File: src/rtl/intid_pkg.sv
package intid_pkg;

   typedef enum logic [2:0] {
      IK_SGI      = 3'd0,
      IK_PPI      = 3'd1,
      IK_SPI      = 3'd2,
      IK_SPECIAL  = 3'd3,
      IK_EXT_PPI  = 3'd4,
      IK_EXT_SPI  = 3'd5,
      IK_LPI      = 3'd6,
      IK_RESERVED = 3'd7
   } intid_kind_e;

   localparam int WIDTH_FIELD_W = 5;

   // Window edges of the identifier partition
   localparam logic [31:0] SGI_LAST      = 32'd15;
   localparam logic [31:0] PPI_LAST      = 32'd31;
   localparam logic [31:0] SPI_LAST      = 32'd1019;
   localparam logic [31:0] SPECIAL_LAST  = 32'd1023;
   localparam logic [31:0] EPPI_FIRST    = 32'd1056;
   localparam logic [31:0] EPPI_LAST     = 32'd1119;
   localparam logic [31:0] ESPI_FIRST    = 32'd4096;
   localparam logic [31:0] ESPI_LAST     = 32'd5119;
   localparam logic [31:0] LPI_FIRST     = 32'd8192;

   function automatic logic [WIDTH_FIELD_W-1:0] clamp_width(
      input logic [WIDTH_FIELD_W-1:0] req,
      input int                       lo,
      input int                       hi);
      if (int'(req) < lo)      return WIDTH_FIELD_W'(lo);
      else if (int'(req) > hi) return WIDTH_FIELD_W'(hi);
      else                     return req;
   endfunction

endpackage

File: src/rtl/intid_classify.sv
module intid_classify
   import intid_pkg::*;
#(
   parameter int ID_W    = 24,
   parameter bit EXT_IDS = 1'b1
) (
   input  logic [ID_W-1:0] id,
   output intid_kind_e     kind
);

   logic [31:0] id32;
   logic        in_eppi;
   logic        in_espi;

   assign id32 = 32'(id);

   if (EXT_IDS) begin : g_ext
      assign in_eppi = (id32 >= EPPI_FIRST) && (id32 <= EPPI_LAST);
      assign in_espi = (id32 >= ESPI_FIRST) && (id32 <= ESPI_LAST);
   end else begin : g_no_ext
      assign in_eppi = 1'b0;
      assign in_espi = 1'b0;
   end

   always_comb begin
      if (id32 <= SGI_LAST)          kind = IK_SGI;
      else if (id32 <= PPI_LAST)     kind = IK_PPI;
      else if (id32 <= SPI_LAST)     kind = IK_SPI;
      else if (id32 <= SPECIAL_LAST) kind = IK_SPECIAL;
      else if (in_eppi)              kind = IK_EXT_PPI;
      else if (in_espi)              kind = IK_EXT_SPI;
      else if (id32 >= LPI_FIRST)    kind = IK_LPI;
      else                           kind = IK_RESERVED;
   end

endmodule

File: config.mk
export PLATFORM = sky130hd
export DESIGN_NAME = intid_classify
export DESIGN_NICKNAME = d
export VERILOG_FILES = /design/src/rtl/intid_pkg.sv /design/src/rtl/intid_classify.sv
export SDC_FILE = /design/constraint.sdc
export NUM_CORES = 1
export LEC_CHECK = 0
export BUFFER_PORTS_ARGS = -buffer_cell sky130_fd_sc_hd__buf_2
export CAP_MARGIN = 20
export CORE_AREA = 2 2 39 41
export DETAILED_ROUTE_END_ITERATION = 16
export DIE_AREA = 0 0 41 43
export SLEW_MARGIN = 20
export SYNTH_ARGS = -nofsm -noshare
export SYNTH_HDL_FRONTEND = slang
export SYNTH_SLANG_ARGS = --single-unit
File: constraint.sdc
create_clock -name vclk -period 1.3
set_clock_uncertainty 0.1 [all_clocks]
set_input_delay 0.195 -clock vclk [all_inputs]
set_output_delay 0.195 -clock vclk [all_outputs]
set_load 0.03 [all_outputs]
==> results of run 1 <==
## routing by layer
metal  global-route usage [%]  share of wire [%]  vias to the layer above  routed length, µm
met2                     7.81                 40                       16                238
met4                        0                  0                        0                  0
met1                     10.2                 46                      113                272
met3                        0                 14                        0                 86
met5                        0                  0                        -                  0
li1                         -                  -                      158                  -
## logic make-up after synthesis
kind of cell    Yosys count
xor+xnor                  1
simple gates             18
compound gates            4
## where the power goes
part / internal, µW / switching, µW
clock network: 0 / 0
registers: 0 / 0
logic: 46.7 / 35.7
## critical path, cell delays in order
cell	delay, ns
sky130_fd_sc_hd__buf_6	0.10
sky130_fd_sc_hd__nor4_4	0.27
sky130_fd_sc_hd__nand3_1	0.13
sky130_fd_sc_hd__a31o_1	0.23
sky130_fd_sc_hd__o22ai_4	0.15
sky130_fd_sc_hd__buf_6	0.15
## timing repair
item / in CTS / in global routing
pin swaps: 5 / 1
endpoints found under the setup margin: 3 / 3
resized for setup: 9 / 0
## stage by stage
stage / area, µm² / setup TNS [ns] / setup WS [ns] / power, µW / cells
2_1_floorplan: 191 / -0.318 / -0.318 / 18.1 / 23
3_3_place_gp: 374 / -0.730 / -0.317 / 76.0 / 69
3_5_place_dp: 374 / -0.719 / -0.322 / 76.9 / 69
4_1_cts: 412 / -0.503 / -0.227 / 83.0 / 69
5_1_grt: 412 / -0.689 / -0.299 / 89.1 / 69
6_report: 412 / -0.466 / -0.216 / 82.4 / 69
## worst paths after layout
kind              startpoint       to  slack [ns]  cells past startpoint
setup / recovery      id[22]  kind[0]       -0.22                      6
hold / removal        id[11]  kind[1]        0.64                      3
## synthesized netlist by cell type
| master | count |
|---|---|
| sky130_fd_sc_hd__o22ai_1 | 1 |
| sky130_fd_sc_hd__nor3_1 | 3 |
| sky130_fd_sc_hd__xnor2_1 | 1 |
| sky130_fd_sc_hd__nor4_1 | 1 |
| sky130_fd_sc_hd__nor3_4 | 1 |
| sky130_fd_sc_hd__nor4_2 | 2 |
| sky130_fd_sc_hd__nand3_1 | 2 |
| sky130_fd_sc_hd__a31o_1 | 1 |
| sky130_fd_sc_hd__a211o_1 | 1 |
| sky130_fd_sc_hd__nor2_1 | 4 |
| sky130_fd_sc_hd__nand4_1 | 3 |
| sky130_fd_sc_hd__o21ai_1 | 1 |
| sky130_fd_sc_hd__nand2b_1 | 1 |
| sky130_fd_sc_hd__nor3b_1 | 1 |
## area by class of cell
class	count	area (µm²)
well taps	16	20.0
multi-input cells	23	191
repair buffers	30	200
fillers	149	972
## layout by cell type (no fill, tap or decap), drive strengths merged
| cell type | n |
|---|---|
| o21ai | 1 |
| a31o | 1 |
| nand4 | 3 |
| nand2b | 1 |
| xnor2 | 1 |
| a211o | 1 |
| nor3 | 4 |
| nor4 | 3 |
| nor3b | 1 |
| nor2 | 4 |
| o22ai | 1 |
| buf | 30 |
| nand3 | 2 |
==> summary by stage, run 1 <==
STA
The total count of max-transition violations in the final report is 0. The upper clock frequency limit is 660 MHz. The part of the cycle the worst path needs is 117%. The relative slew slack is 85.2%. Setup repair after global routing could not meet its margin everywhere. The worst hold slack after final layout is 0.644 ns. The final number of hold-violating endpoints is 0. Setup violations remaining at the end of the flow were counted as 3. Setup slack on the critical path of the routed design comes to -0.216 ns.

The worst path in the final design needs a cycle of 1.52 ns, including I/O delays and setup. The transition time at the pin with the least slew margin is roughly 0.22 ns.

Synthesis
After Yosys synthesis, and, or, nand and nor cells account for 76.2% of the synthesized area. The area fraction in compound gates after synthesis is 18.3%. The Yosys step of the flow raised 0 warnings. The count of different cell masters after synthesis is 14. Ranked by total cell area, the synthesized netlist is headed by sky130_fd_sc_hd__nor4_2 16%, sky130_fd_sc_hd__nand4_1 12%, sky130_fd_sc_hd__nor3_4 10%. The post-synthesis adder-cell area fraction is 0%. The post-synthesis instance area is 158 µm². The instance count of the mapped netlist is 23. The area share of xor/xnor cells in the synthesized design is 5.56%. The average cell area after synthesis is 6.85 µm². The share of the Yosys chip area taken by registers is 0%. The synthesized design devotes to its leading area cell type 15.9% of total area. The biggest area contributor in the post-synthesis netlist is sky130_fd_sc_hd__nor4_2. Synthesis produced a netlist with a net count of 47. The main combinational cell family by area after synthesis is simple AND/OR/NAND/NOR gates. The portion of netlist area occupied by mux cells is 0%.

Cells and area
From synthesis to final layout, the design area changed by 161%. In the final layout, the share of cells above drive strength 1 is around 66%. The post-route core utilization is 29.7%. At the end of the flow, the number of nets in the layout was 79. 0 antenna diodes ended up in the layout. The number of flip-flops and latches is 0. The sequential cell area is 0 µm². The layout has 0 clock buffers.

Global route
The combined global-route utilization of all metal layers is under 10%. The first global-routing pass estimated 772 µm of wire. The largest net degree at the start of global routing is 5.

The number of antenna violations at the first check in global routing was 0. The number of global-route vias before repair is about 210. The remaining global-route overflow is 0.

Route
The final routed wirelength across all metal layers is 597 µm. Using the TritonRoute via totals, the vias-per-cell ratio works out to 4.16. The detailed-route via count is 287. For this block, the initial DRC count from the detailed router was 4.

In this run the remaining antenna-violating nets after routing total 0. The length of the first detailed-routing pass in iterations is 3. The mean routed wirelength per cell is 8.65 µm.

The number of design rule violations left after detail routing is 0.

Die
The core area is ~1400 µm². After floorplanning, the core was divided into 14 placement rows. The chip height is 43 µm. The starting density of the core is roughly 11%. In this run the count of I/O pins placed on the die edge is 27.

The die covers 1760 µm². From left edge to right edge, the die measures 41 µm.

Status
The run finished, with violations left. The final reports fail on setup timing.

Clock tree
For this design, the CTS-stage hold fixing added 0 buffers. Post-CTS timing repair inserted 0 buffers for setup.

Place
Routability-driven placement finished with a final weighted congestion of 0.645. Port buffering added 25 buffers.

Power
The power per standard cell area is 200 nW/µm². The worst-case IR drop observed on VDD is 0.0795 mV. The leakage power is 0.000167 µW.

Job
The number of maximum-capacitance violations is 0.

Setup path
The kind of end point of the critical path is an output port. The critical path data required time is 1.00 ns. The critical path startpoint category is a primary input. In this run the worst path has a maximum fanout of 2. For the worst setup path, the data arrival time is 1.22 ns. The critical path in this run is classified as in2out.

Worst hold path
The path class of the tightest hold or removal check is in2out.
No activity file was read; power rests on OpenSTA's default activity.
==> run 2, diff against run 1 <==
clock period = 1.7 ns   (was 1.3 ns; I/O delays follow)
==> summary by stage, run 2 (synthesized netlist as in run 1, its figures left out) <==
Cells and area
The most common cell after layout, fill and taps aside is sky130_fd_sc_hd__buf_2 (unchanged). The number of fillers in the final layout is 157 (was 149). The layout overhead on the synthesized area is 148% (was 161%).

The non-filler instance count after layout is 67 (was 69). The number of diodes added for antenna fixing is 0 (unchanged). The count of clock buffers in the final design is 0 (unchanged). Most frequent cells in the layout: 20 x sky130_fd_sc_hd__buf_2, 5 x sky130_fd_sc_hd__buf_6 (was 19 x sky130_fd_sc_hd__buf_2, 6 x sky130_fd_sc_hd__buf_6, 5 x sky130_fd_sc_hd__buf_4). The fraction of final layout cells sized beyond drive strength 1 was 64.7% (was 66.0%). The number of flip-flops and latches is 0 (unchanged).

The final-stage net count is 77 (was 79). The sequential cell area is 0 µm² (unchanged).

STA
The final critical path takes up 99.8% of the cycle. Setup repair after global routing missed its margin: true (unchanged). The final critical delay including setup and external delays is ~1.7 ns.

The final number of hold-violating endpoints came to 0 (unchanged). The transition time at the pin with the least slew margin is 0.232 ns (was 0.221 ns). The total count of max-transition violations in the final report is 0 (unchanged). The upper clock frequency limit is 589 MHz. The final count of negative-setup-slack endpoints came to 0 (was 3).

The relative slew slack came to 84.4% (was 85.2%). The worst hold slack after final layout is 0.758 ns (was 0.644 ns). The total negative setup slack is 0 ns (was -0.466 ns).

Global route
The number of antenna violations at the first check in global routing is 0 (unchanged). The remaining global-route overflow is 0 (unchanged). The largest net degree at the start of global routing came to 5 (unchanged). The number of global-route vias before repair was 210 (was 207). The combined global-route utilization of all metal layers is 5.40% (was 5.70%). The global-route wire length before repair is 745 µm (was 772 µm).

Job
The number of maximum-capacitance violations was 0 (unchanged).

Die
The floorplan die width was 41 µm (unchanged). The die outline area is 1760 µm² (unchanged). The chip height was 43 µm (unchanged). The number of cell rows is 14 (unchanged). The I/O pin count is 27 (unchanged). The starting density of the core was 11.4% (unchanged).

The core area is 1380 µm² (unchanged).

Setup path
The category of the most critical setup path was in2out (unchanged). The cell count along the critical path is 6 (unchanged). The highest net fanout along the worst path is 2 (unchanged). The highest cell delay on the worst timing path is 0.28 ns (was 0.27 ns). The critical path's most frequent cell is sky130_fd_sc_hd__buf_6 (unchanged). The critical path data required time is 1.34 ns (was 1.00 ns). The critical path startpoint category is a primary input (unchanged).

The kind of end point of the critical path is an output port (unchanged). The data arrival time of the critical path is 1.34 ns (was 1.22 ns). Cells along the critical path: buf_6 > nor4_4 > nand3_1 > buf_4 > a211o_1 > buf_6 (was buf_6 > nor4_4 > nand3_1 > a31o_1 > o22ai_4 > buf_6). The slowest stage cell on the critical path is sky130_fd_sc_hd__nor4_4 (unchanged). The worst path buffer plus inverter count is 3 (was 2).

The kind of cell adding the most delay to the critical path is simple AND/OR/NAND/NOR gates (unchanged).

Power
The leakage power is 0.000154 µW (was 0.000167 µW). The internal cell power was 34.3 µW (was 46.7 µW). The net switching power figure is 26.5 µW (was 35.7 µW). The peak supply drop is 0.0655 mV (was 0.0795 mV). The relative contribution of the clock network to total power is 0% (about the same). The portion of total power attributed to sequential cells is 0% (about the same). The switching share of power is 43.6% (was 43.3%). The relative contribution of combinational cells to total power was 100.0% (about the same). The power per standard cell area is 156 nW/µm² (was 200 nW/µm²).

Clock tree
The number of hold buffers added after cts is 0 (unchanged). The setup fix buffers added after clock tree synthesis was 0 (unchanged).

Route
The length of the first detailed-routing pass in iterations is 3 (unchanged). The via density per instance is 4.30 (was 4.16). The detailed-route via count is 288 (was 287). The number of DRC markers in iteration 0 came to 2 (was 4). The final routed wirelength across all metal layers is 591 µm (was 597 µm). The mean routed wirelength per cell is 8.82 µm (was 8.65 µm). The count of nets left with antenna violations after detail routing was 0 (unchanged). The number of design rule violations left after detail routing is 0 (unchanged).

Worst hold path
The worst hold path cell count is 3 (unchanged). The class of the tightest hold or removal check was in2out (unchanged).

Place
The count of buffers from port buffering is 25 (unchanged). The placer congestion estimate was 0.656 (was 0.645). The placed wire-length estimate is 539 µm. The total instance count after detailed placement is 67 (was 69).

Status
Result of the run: finished, final reports clean (was finished with violations).
==> run 2: layout make-up <==
class | instances | area, µm² | share of cell area, %
well taps | 16 | 20.0 | 5.13
multi-input cells | 23 | 191 | 49.0
repair buffers | 28 | 179 | 45.8
==> run 2: final timing paths <==
kind	start	end	slack, ns
hold / removal	id[11]	kind[1]	0.76
setup / recovery	id[21]	kind[1]	0.003
==> run 2: power by group through the flow <==
stage	registers (µW)	logic [µW]	clock network, µW
after global placement	0	55.9	0
final	0	60.8	0
after global routing	0	65.9	0
after detailed placement	0	56.7	0
after floorplan	0	13.9	0
after CTS	0	57.0	0
==> run 2: worst min-delay path, delay by kind of cell <==
| kind | cells | cell delay [ns] |
|---|---|---|
| buffers and inverters | 2 | 0.23 |
| AO/OA/AOI/OAI | 1 | 0.12 |
==> run 2: per-stage QoR <==
step	area, µm²	power (µW)	utilization [%]	setup WS, ns
6_report	390	60.8	28.2	0.00281
5_1_grt	390	65.9	28.2	-0.0426
4_1_cts	372	57.0	26.9	0.00324
3_5_place_dp	359	56.7	25.9	-0.0607
3_3_place_gp	359	55.9	25.9	-0.0596
2_1_floorplan	191	13.9	-	-0.0384
==> run 2: repair_timing <==
item                       4_1_cts  5_1_grt
pin swaps                        4        2
setup endpoints to repair        2        2
gates resized for setup          4        3
==> run 2: routing by layer <==
| metal | track usage (%) | part of all wire, % | vias to the layer above |
|---|---|---|---|
| met5 | 0 | 0 | - |
| met4 | 0 | 0 | 0 |
| met3 | 0.524 | 14 | 0 |
| met2 | 8.75 | 44 | 16 |
| met1 | 7.94 | 42 | 121 |
| li1 | - | - | 151 |
